===== config.mk =====
export PLATFORM = sky130hd
export DESIGN_NAME = ptw2_walker
export DESIGN_NICKNAME = d
export VERILOG_FILES = /design/src/rtl/ptw2_pkg.sv /design/src/rtl/ptw2_addr.sv /design/src/rtl/ptw2_perm.sv /design/src/rtl/ptw2_walker.sv
export SDC_FILE = /design/constraint.sdc
export NUM_CORES = 1
export LEC_CHECK = 0
export BUFFER_PORTS_ARGS = -buffer_cell sky130_fd_sc_hd__buf_2
export CORE_MARGIN = 2
export CORE_UTILIZATION = 54
export CTS_BUF_LIST = sky130_fd_sc_hd__clkbuf_16
export DETAILED_ROUTE_END_ITERATION = 12
export PLACE_DENSITY = 0.78
export SLEW_MARGIN = 0
export SYNTH_ARGS = -nofsm -noshare
export SYNTH_HDL_FRONTEND = slang
export SYNTH_HIERARCHICAL = 1
export SYNTH_SLANG_ARGS = --single-unit

===== constraint.sdc =====
create_clock -name clk -period 3.5 [get_ports clk]
set_input_delay 0.7 -clock clk [delete_from_list [all_inputs] [get_ports clk]]
set_output_delay 0.7 -clock clk [all_outputs]
set_load 0.1 [all_outputs]

===== src/rtl/ptw2_pkg.sv =====
package ptw2_pkg;
   // entry flag positions, decoded by the table format in memory
   localparam int ENT_P  = 0;
   localparam int ENT_RW = 1;
   localparam int ENT_US = 2;
   localparam int ENT_A  = 5;
   localparam int ENT_D  = 6;
   localparam int ENT_PS = 7;
   // fault code positions
   localparam int ERR_PROT = 0;
   localparam int ERR_WR   = 1;
   localparam int ERR_USR  = 2;

   typedef enum logic [2:0] {
      ST_IDLE,
      ST_RD_DIR,
      ST_WB_DIR,
      ST_RD_TBL,
      ST_WB_TBL,
      ST_DONE,
      ST_FAULT
   } walk_state_e;
endpackage


===== src/rtl/ptw2_addr.sv =====
module ptw2_addr #(
   parameter int ADDR_W      = 32,
   parameter int PAGE_SHIFT  = 12,
   parameter int ENTRY_SHIFT = 2
) (
   input  logic [ADDR_W-PAGE_SHIFT-1:0] root_frame,
   input  logic [ADDR_W-PAGE_SHIFT-1:0] dir_frame,
   input  logic [ADDR_W-PAGE_SHIFT-1:0] vpn,
   input  logic [ADDR_W-1:0]            a20_mask,
   output logic [ADDR_W-1:0]            dir_addr,
   output logic [ADDR_W-1:0]            tbl_addr
);
   localparam int PPN_W = ADDR_W - PAGE_SHIFT;
   localparam int IDX_W = PPN_W / 2;

   logic [IDX_W-1:0] dir_index;
   logic [IDX_W-1:0] tbl_index;

   always_comb begin
      dir_index = vpn[PPN_W-1 -: IDX_W];
      tbl_index = vpn[IDX_W-1:0];
      dir_addr  = ({root_frame, {PAGE_SHIFT{1'b0}}}
                   + (ADDR_W'(dir_index) << ENTRY_SHIFT)) & a20_mask;
      tbl_addr  = ({dir_frame, {PAGE_SHIFT{1'b0}}}
                   + (ADDR_W'(tbl_index) << ENTRY_SHIFT)) & a20_mask;
   end
endmodule


===== src/rtl/ptw2_perm.sv =====
module ptw2_perm
   import ptw2_pkg::*;
#(
   parameter int ENT_W = 32
) (
   input  logic [ENT_W-1:0] dir_ent,
   input  logic [ENT_W-1:0] tbl_ent,
   input  logic             is_large,
   input  logic             is_write,
   input  logic             is_user,
   input  logic             wp_on,
   output logic             violation,
   output logic             need_wb,
   output logic             writable,
   output logic [ENT_W-1:0] final_ent
);
   logic             eff_rw;
   logic             eff_us;
   logic [ENT_W-1:0] base_ent;

   always_comb begin
      eff_rw   = is_large ? dir_ent[ENT_RW] : (dir_ent[ENT_RW] & tbl_ent[ENT_RW]);
      eff_us   = is_large ? dir_ent[ENT_US] : (dir_ent[ENT_US] & tbl_ent[ENT_US]);
      base_ent = is_large ? dir_ent : tbl_ent;

      if (is_user)
         violation = !eff_us || (is_write && !eff_rw);
      else
         violation = wp_on && is_write && !eff_rw;

      final_ent        = base_ent;
      final_ent[ENT_A] = 1'b1;
      if (is_write)
         final_ent[ENT_D] = 1'b1;
      need_wb  = (final_ent != base_ent);
      writable = final_ent[ENT_D] && (eff_rw || (!is_user && !wp_on));
   end
endmodule


===== src/rtl/ptw2_walker.sv =====
module ptw2_walker
   import ptw2_pkg::*;
#(
   parameter int ADDR_W      = 32,
   parameter int PAGE_SHIFT  = 12,
   parameter int ENTRY_SHIFT = 2,
   parameter bit LARGE_PAGES = 1'b1
) (
   input  logic                         clk,
   input  logic                         rst_n,
   input  logic                         req_valid,
   output logic                         req_ready,
   input  logic [ADDR_W-1:0]            req_vaddr,
   input  logic                         req_write,
   input  logic                         req_user,
   input  logic                         cfg_paging,
   input  logic                         cfg_wp,
   input  logic [ADDR_W-1:0]            cfg_root,
   input  logic                         cfg_large_en,
   input  logic [ADDR_W-1:0]            cfg_a20_mask,
   output logic                         mem_valid,
   input  logic                         mem_ready,
   output logic                         mem_we,
   output logic [ADDR_W-1:0]            mem_addr,
   output logic [ADDR_W-1:0]            mem_wdata,
   input  logic [ADDR_W-1:0]            mem_rdata,
   output logic                         rsp_valid,
   output logic                         rsp_fault,
   output logic [ADDR_W-PAGE_SHIFT-1:0] rsp_ppn,
   output logic                         rsp_writable,
   output logic                         rsp_large,
   output logic [ADDR_W-1:0]            rsp_fault_addr,
   output logic [2:0]                   rsp_err
);
   localparam int PPN_W       = ADDR_W - PAGE_SHIFT;
   localparam int IDX_W       = PPN_W / 2;
   localparam int LARGE_SHIFT = PAGE_SHIFT + IDX_W;

   initial begin
      if ((PPN_W % 2) != 0)
         $error("page number width must split into two equal indices");
      if (PAGE_SHIFT < ENTRY_SHIFT + IDX_W)
         $error("one table must fit inside one page");
      if (PAGE_SHIFT <= ENT_PS)
         $error("entry flags must lie below the frame field");
   end

   walk_state_e      state_q;
   logic [ADDR_W-1:0] va_q, pde_q, pte_q, a20_q;
   logic [PPN_W-1:0]  root_q, ppn_q;
   logic              wr_q, usr_q, wp_q, pse_q, large_q, wrok_q;
   logic [2:0]        err_q;

   logic [ADDR_W-1:0] dir_addr, tbl_addr, perm_dir, final_ent;
   logic [PPN_W-1:0]  rdata_frame, bypass_frame;
   logic              large_now, violation, need_wb, writable, handshake;

   // large-page decode variant chosen at elaboration
   generate
      if (LARGE_PAGES) begin : g_large
         assign large_now = mem_rdata[ENT_PS] & pse_q;
      end else begin : g_small
         assign large_now = 1'b0 & pse_q & mem_rdata[ENT_PS];
      end
   endgenerate

   ptw2_addr #(
      .ADDR_W(ADDR_W), .PAGE_SHIFT(PAGE_SHIFT), .ENTRY_SHIFT(ENTRY_SHIFT)
   ) u_addr (
      .root_frame (root_q),
      .dir_frame  (pde_q[ADDR_W-1:PAGE_SHIFT]),
      .vpn        (va_q[ADDR_W-1:PAGE_SHIFT]),
      .a20_mask   (a20_q),
      .dir_addr   (dir_addr),
      .tbl_addr   (tbl_addr)
   );

   assign perm_dir = (state_q == ST_RD_DIR) ? mem_rdata : pde_q;

   ptw2_perm #(.ENT_W(ADDR_W)) u_perm (
      .dir_ent   (perm_dir),
      .tbl_ent   (mem_rdata),
      .is_large  (state_q == ST_RD_DIR),
      .is_write  (wr_q),
      .is_user   (usr_q),
      .wp_on     (wp_q),
      .violation (violation),
      .need_wb   (need_wb),
      .writable  (writable),
      .final_ent (final_ent)
   );

   assign rdata_frame  = mem_rdata[ADDR_W-1:PAGE_SHIFT] & a20_q[ADDR_W-1:PAGE_SHIFT];
   assign bypass_frame = req_vaddr[ADDR_W-1:PAGE_SHIFT] & cfg_a20_mask[ADDR_W-1:PAGE_SHIFT];
   assign handshake    = mem_valid && mem_ready;

   always_ff @(posedge clk or negedge rst_n) begin
      if (!rst_n) begin
         state_q <= ST_IDLE;
         va_q    <= '0;
         pde_q   <= '0;
         pte_q   <= '0;
         a20_q   <= '0;
         root_q  <= '0;
         ppn_q   <= '0;
         wr_q    <= 1'b0;
         usr_q   <= 1'b0;
         wp_q    <= 1'b0;
         pse_q   <= 1'b0;
         large_q <= 1'b0;
         wrok_q  <= 1'b0;
         err_q   <= '0;
      end else begin
         unique case (state_q)
            ST_IDLE: if (req_valid) begin
               va_q    <= req_vaddr;
               wr_q    <= req_write;
               usr_q   <= req_user;
               wp_q    <= cfg_wp;
               pse_q   <= cfg_large_en;
               root_q  <= cfg_root[ADDR_W-1:PAGE_SHIFT];
               a20_q   <= cfg_a20_mask;
               err_q   <= '0;
               large_q <= 1'b0;
               if (!cfg_paging) begin
                  ppn_q   <= bypass_frame;
                  wrok_q  <= 1'b1;
                  state_q <= ST_DONE;
               end else begin
                  state_q <= ST_RD_DIR;
               end
            end
            ST_RD_DIR: if (handshake) begin
               pde_q <= mem_rdata;
               if (!mem_rdata[ENT_P]) begin
                  err_q   <= {usr_q, wr_q, 1'b0};
                  state_q <= ST_FAULT;
               end else if (large_now) begin
                  large_q <= 1'b1;
                  if (violation) begin
                     err_q   <= {usr_q, wr_q, 1'b1};
                     state_q <= ST_FAULT;
                  end else begin
                     ppn_q   <= {rdata_frame[PPN_W-1:IDX_W], va_q[LARGE_SHIFT-1:PAGE_SHIFT]};
                     wrok_q  <= writable;
                     pde_q   <= final_ent;
                     state_q <= need_wb ? ST_WB_DIR : ST_DONE;
                  end
               end else if (!mem_rdata[ENT_A]) begin
                  pde_q[ENT_A] <= 1'b1;
                  state_q      <= ST_WB_DIR;
               end else begin
                  state_q <= ST_RD_TBL;
               end
            end
            ST_WB_DIR: if (handshake)
               state_q <= large_q ? ST_DONE : ST_RD_TBL;
            ST_RD_TBL: if (handshake) begin
               if (!mem_rdata[ENT_P]) begin
                  err_q   <= {usr_q, wr_q, 1'b0};
                  state_q <= ST_FAULT;
               end else if (violation) begin
                  err_q   <= {usr_q, wr_q, 1'b1};
                  state_q <= ST_FAULT;
               end else begin
                  ppn_q   <= rdata_frame;
                  wrok_q  <= writable;
                  pte_q   <= final_ent;
                  state_q <= need_wb ? ST_WB_TBL : ST_DONE;
               end
            end
            ST_WB_TBL: if (handshake)
               state_q <= ST_DONE;
            default: state_q <= ST_IDLE;
         endcase
      end
   end

   always_comb begin
      req_ready      = (state_q == ST_IDLE);
      mem_valid      = (state_q == ST_RD_DIR) || (state_q == ST_WB_DIR)
                    || (state_q == ST_RD_TBL) || (state_q == ST_WB_TBL);
      mem_we         = (state_q == ST_WB_DIR) || (state_q == ST_WB_TBL);
      mem_addr       = ((state_q == ST_RD_DIR) || (state_q == ST_WB_DIR)) ? dir_addr : tbl_addr;
      mem_wdata      = (state_q == ST_WB_DIR) ? pde_q : pte_q;
      rsp_valid      = (state_q == ST_DONE) || (state_q == ST_FAULT);
      rsp_fault      = (state_q == ST_FAULT);
      rsp_ppn        = ppn_q;
      rsp_writable   = wrok_q;
      rsp_large      = large_q;
      rsp_fault_addr = va_q;
      rsp_err        = err_q;
   end
endmodule


======== Word-level counts from Yosys, hierarchy flattened ========
Cells that the tools add are included.
word-level totals
  register bits ........................... 180
  input bits .............................. 137
  output and inout bits ................... 126
  logic and storage cells ................. 132
cells by class
  $add $sub $neg .......................... 2
  equality and inequality tests ........... 19
  muxes and demuxes ....................... 61
  bitwise logic cells ..................... 8
  reductions and logical operators ........ 28
operators with widths
  cell                  number
  $mux W32              6
  $mux W20              9
  $add A32 B12 Y32      2
  $and A32 B32 Y32      2
  $pmux W20 S3          1
  $mux W3               18
  $and A20 B20 Y20      2
  $mux W26              1
  $ne A2 B2 Y1 const B  11
  $mux W1               19
  $pmux W3 S5           1
  $reduce_and A5 Y1     3
  $reduce_and A10 Y1    1
  $eq A3 B3 Y1 const B  3
  $pmux W3 S3           1
  $reduce_and A8 Y1     1
  $logic_or A1 B1 Y1    7
  $eq A3 B2 Y1 const B  2
  $logic_and A1 B1 Y1   6
  $mux W5               1
  $logic_not A1 Y1      4
  $mux W2               2
  $reduce_and A2 Y1     2
  $reduce_and A4 Y1     1
  10 further kinds      12

======== Longest topological paths before layout ========
  word-level depth ........................ 13
  gate-level depth with buffers ........... 14
  mapped depth without buffers ............ 9

======== Hierarchy ========
Netlist, hierarchy kept.
by module, submodules not included
  module       times used  cells an instance  area an instance (sq um)
  ptw2_walker  1           709                8871.0
  ptw2_perm    1           47                 598.1
  ptw2_addr    1           65                 409.1

======== Worst setup path before layout ========
OpenSTA, ideal clock, no wires.
  kind .................................... register to output
  start ................................... register state_q[0]
  end ..................................... output port mem_valid
  arrival time ............................ 2397 ps
  data required time ...................... 2800 ps
  slack ................................... 403 ps
  cell stages (with the launch flop) ...... 5
  path through ............................ dfrtp_1 -> buf_4 -> clkbuf_1 -> nor2_1 -> xnor2_1
between the ends
  cells in the longest elaborated chain, start to end .. 4
ends and longest elaborated chain
  what                                          line                RTL
  from (decl)                                   ptw2_walker.sv:48   walk_state_e state_q;
  from (signal assigned)                        ptw2_walker.sv:147  state_q <= need_wb ? ST_WB_DIR : ST_DONE;
  from (signal assigned)                        ptw2_walker.sv:157  state_q <= large_q ? ST_DONE : ST_RD_TBL;
  from (signal assigned)                        ptw2_walker.sv:169  state_q <= need_wb ? ST_WB_TBL : ST_DONE;
  $eq A3 B1 Y1 or $eq A3 B2 Y1 (tied branches)  ptw2_walker.sv:181  mem_valid = (state_q == ST_RD_DIR) || (state_q == ST_WB_DIR)
  $logic_or A1 B1 Y1                            ptw2_walker.sv:181
  $logic_or A1 B1 Y1                            ptw2_walker.sv:182  || (state_q == ST_RD_TBL) || (state_q == ST_WB_TBL);
  $logic_or A1 B1 Y1 (*)                        ptw2_walker.sv:182
  to (decl)                                     ptw2_walker.sv:21   output logic mem_valid,
Every way passes the cells marked *; elsewhere a longest branch is shown, timed or not.

======== Worst setup path in the final report ========
  start ................................... register state_q[1]
  end ..................................... output port mem_wdata[6]
between the ends
  cells in the longest elaborated chain, start to end .. 2
ends and longest elaborated chain
  what          line                RTL
  $eq A3 B2 Y1  ptw2_walker.sv:185  mem_wdata = (state_q == ST_WB_DIR) ? pde_q : pte_q;
  $mux W32      ptw2_walker.sv:185
  to (decl)     ptw2_walker.sv:25   output logic [ADDR_W-1:0] mem_wdata,
Every way passes these cells.

==> results.md <==
* Final period utilization at 0.933
* Largest net degree at the start of global routing at 75
* Final setup viols at 0
* Post-CTS sizing at 0
* Post-Route Setup TNS at 0 ns
* 1st-iter DRT viols at 348
* Root buf cell: clkbuf_16
* Number of port buffers at 246
* Chip width at 139 um
* Gr ovfl total at 0
* WL per Instance at 19.6 um
* CTS clock-pin slew for the worst setup and hold paths at 0.07 ns
* Initial antenna violation count at 2
* Final core occ at 0.663
* CP startpoint kind: flop
* Die Span Y at 139 um
* Placed insts at 1,259
* Avg Synthesized Cell Area at 12.0 um^2
* Worst min-delay path class: in2async
* Layout cells sized above 1 at 0.536
* Final min period at 3.27 ns
* Routability cong. at 0.786
* Relative slew slack at 0.478
* Outcome: finished clean
* Setup Fix Bufs, Post-CTS at 0
* Core ar. at 17,900 um^2
* Mapped cell area at 9810 um^2
* First-pass GRT wire length at 39.9 mm
* TritonCTS Buffers at 17
* FP Rows at 49
* Residual DRC count at 0
* Max Slew Vio Count at 0
* WS Path Type: reg2out
* Setup crit end kind: primary output
* CP Data Required Time at 2.80 ns
* Router iterations before antenna repair at 5
* Die area at 19,300 um^2
* DR vias at 7,342
* Clock sink total at 178
* Post-route ant nets at 0
* Clock buffer depth at 2
* CP arrival at 2.57 ns
* CTS tree: yes
* Warnings from Yosys at 6
* Non-Filler Instances at 1,292
* Unrepaired setup endpoints after global routing: no
* H-tree lvl count at 4
* Final hold vios at 0
* Layout area overhead at 21.0%
* Clock Latency Late Sink at 0.43 ns
* Max-cap violations at 0
* DP HPWL at 17.8 mm
* CP max FO at 25
* Max frequency at 306 MHz
* Vias per Instance at 5.68
* Initial Utilization at 0.548
* Vias in the first global route at 7,507
* CTS Hold Bufs at 0
* Overall routing resource usage at 0.262
* Final nets at 1,186
* Final WL at 25.3 mm
* Mapped Cells at 817
* Io pins at 263
* Least-Margin Pin Slew at 0.780 ns
* Skew final at 0.0154 ns
* Fill count at 1,392
## worst paths after layout
kind                            start            to  slack [ns]  depth (start not counted)
setup / recovery           state_q[1]  mem_wdata[6]        0.23                          6
hold / removal                  rst_n     root_q[4]        0.28                          1
setup reg to reg           state_q[2]     pte_q[28]        0.47                          9
hold reg to reg              pte_q[3]      pte_q[3]        0.49                          1
max in group asynchronous       rst_n    state_q[0]        2.35                          2
min in group clk             pte_q[3]      pte_q[3]        0.49                          1
## layout by cell type (no fill, tap or decap), types with 4 or more instances in the layout
master,instances
buf_2,244
mux2_2,210
dfrtp_1,178
and2_1,62
mux2_4,47
nor2_1,38
a21oi_1,35
nand3_1,33
mux2i_1,31
nand2_1,29
o21ai_0,23
buf_4,20
clkbuf_16,17
inv_1,10
a22oi_1,10
nor2b_1,5
buf_12,5
conb_1,5
o21a_1,4
mux2_1,4
## stage by stage
stage	hold slack (ns)	instance area [um^2]	setup slack [ns]
after CTS	0.306	11900	0.208
after global routing	0.332	11900	0.113
after global placement	0.466	11300	0.574
final	0.283	11900	0.235
after detailed placement	0.477	11300	0.517
after floorplan	0.404	9820	0.403
## critical path, stage by stage, from the launching register on
cell and delay, ns:
dfrtp_1 0.36, buf_4 0.30, nand2b_1 0.18, nor2_4 0.37, buf_12 0.25, mux2_2 0.37
buf_2 0.30
## final cells by class
type	count	area [um^2]	share of cell area
tap	229	287	0.0242
antenna	2	5.00	0.000422
inverter	8	30.0	0.00253
timing repair buffer	270	1490	0.125
multi-input combinational	574	5010	0.423
clock inverter	14	164	0.0138
clock buffer	17	425	0.0359
sequential	178	4450	0.375
## state kept, by name (all words and copies together) (netlist names)
signal	cells
rsp_ppn	20
pse_q	1
rsp_err	3
rsp_large	1
a20_q	30
rsp_fault_addr	32
wp_q	1
wr_q	1
state_q	3
pde_q	32
root_q	20
usr_q	1
rsp_writable	1
pte_q	32
## per-layer routing
metal  global-route usage  share of wire  up-vias
met3               0.0622          0.070       27
met4               0.0718          0.013        0
li1                     -              -     3374
met1                0.343           0.44     3672
met2                0.442           0.48      269
met5                    0              0        -
Power is not shown: default switching activity piles up to over one toggle a cycle in this logic, so the estimate is an artifact.
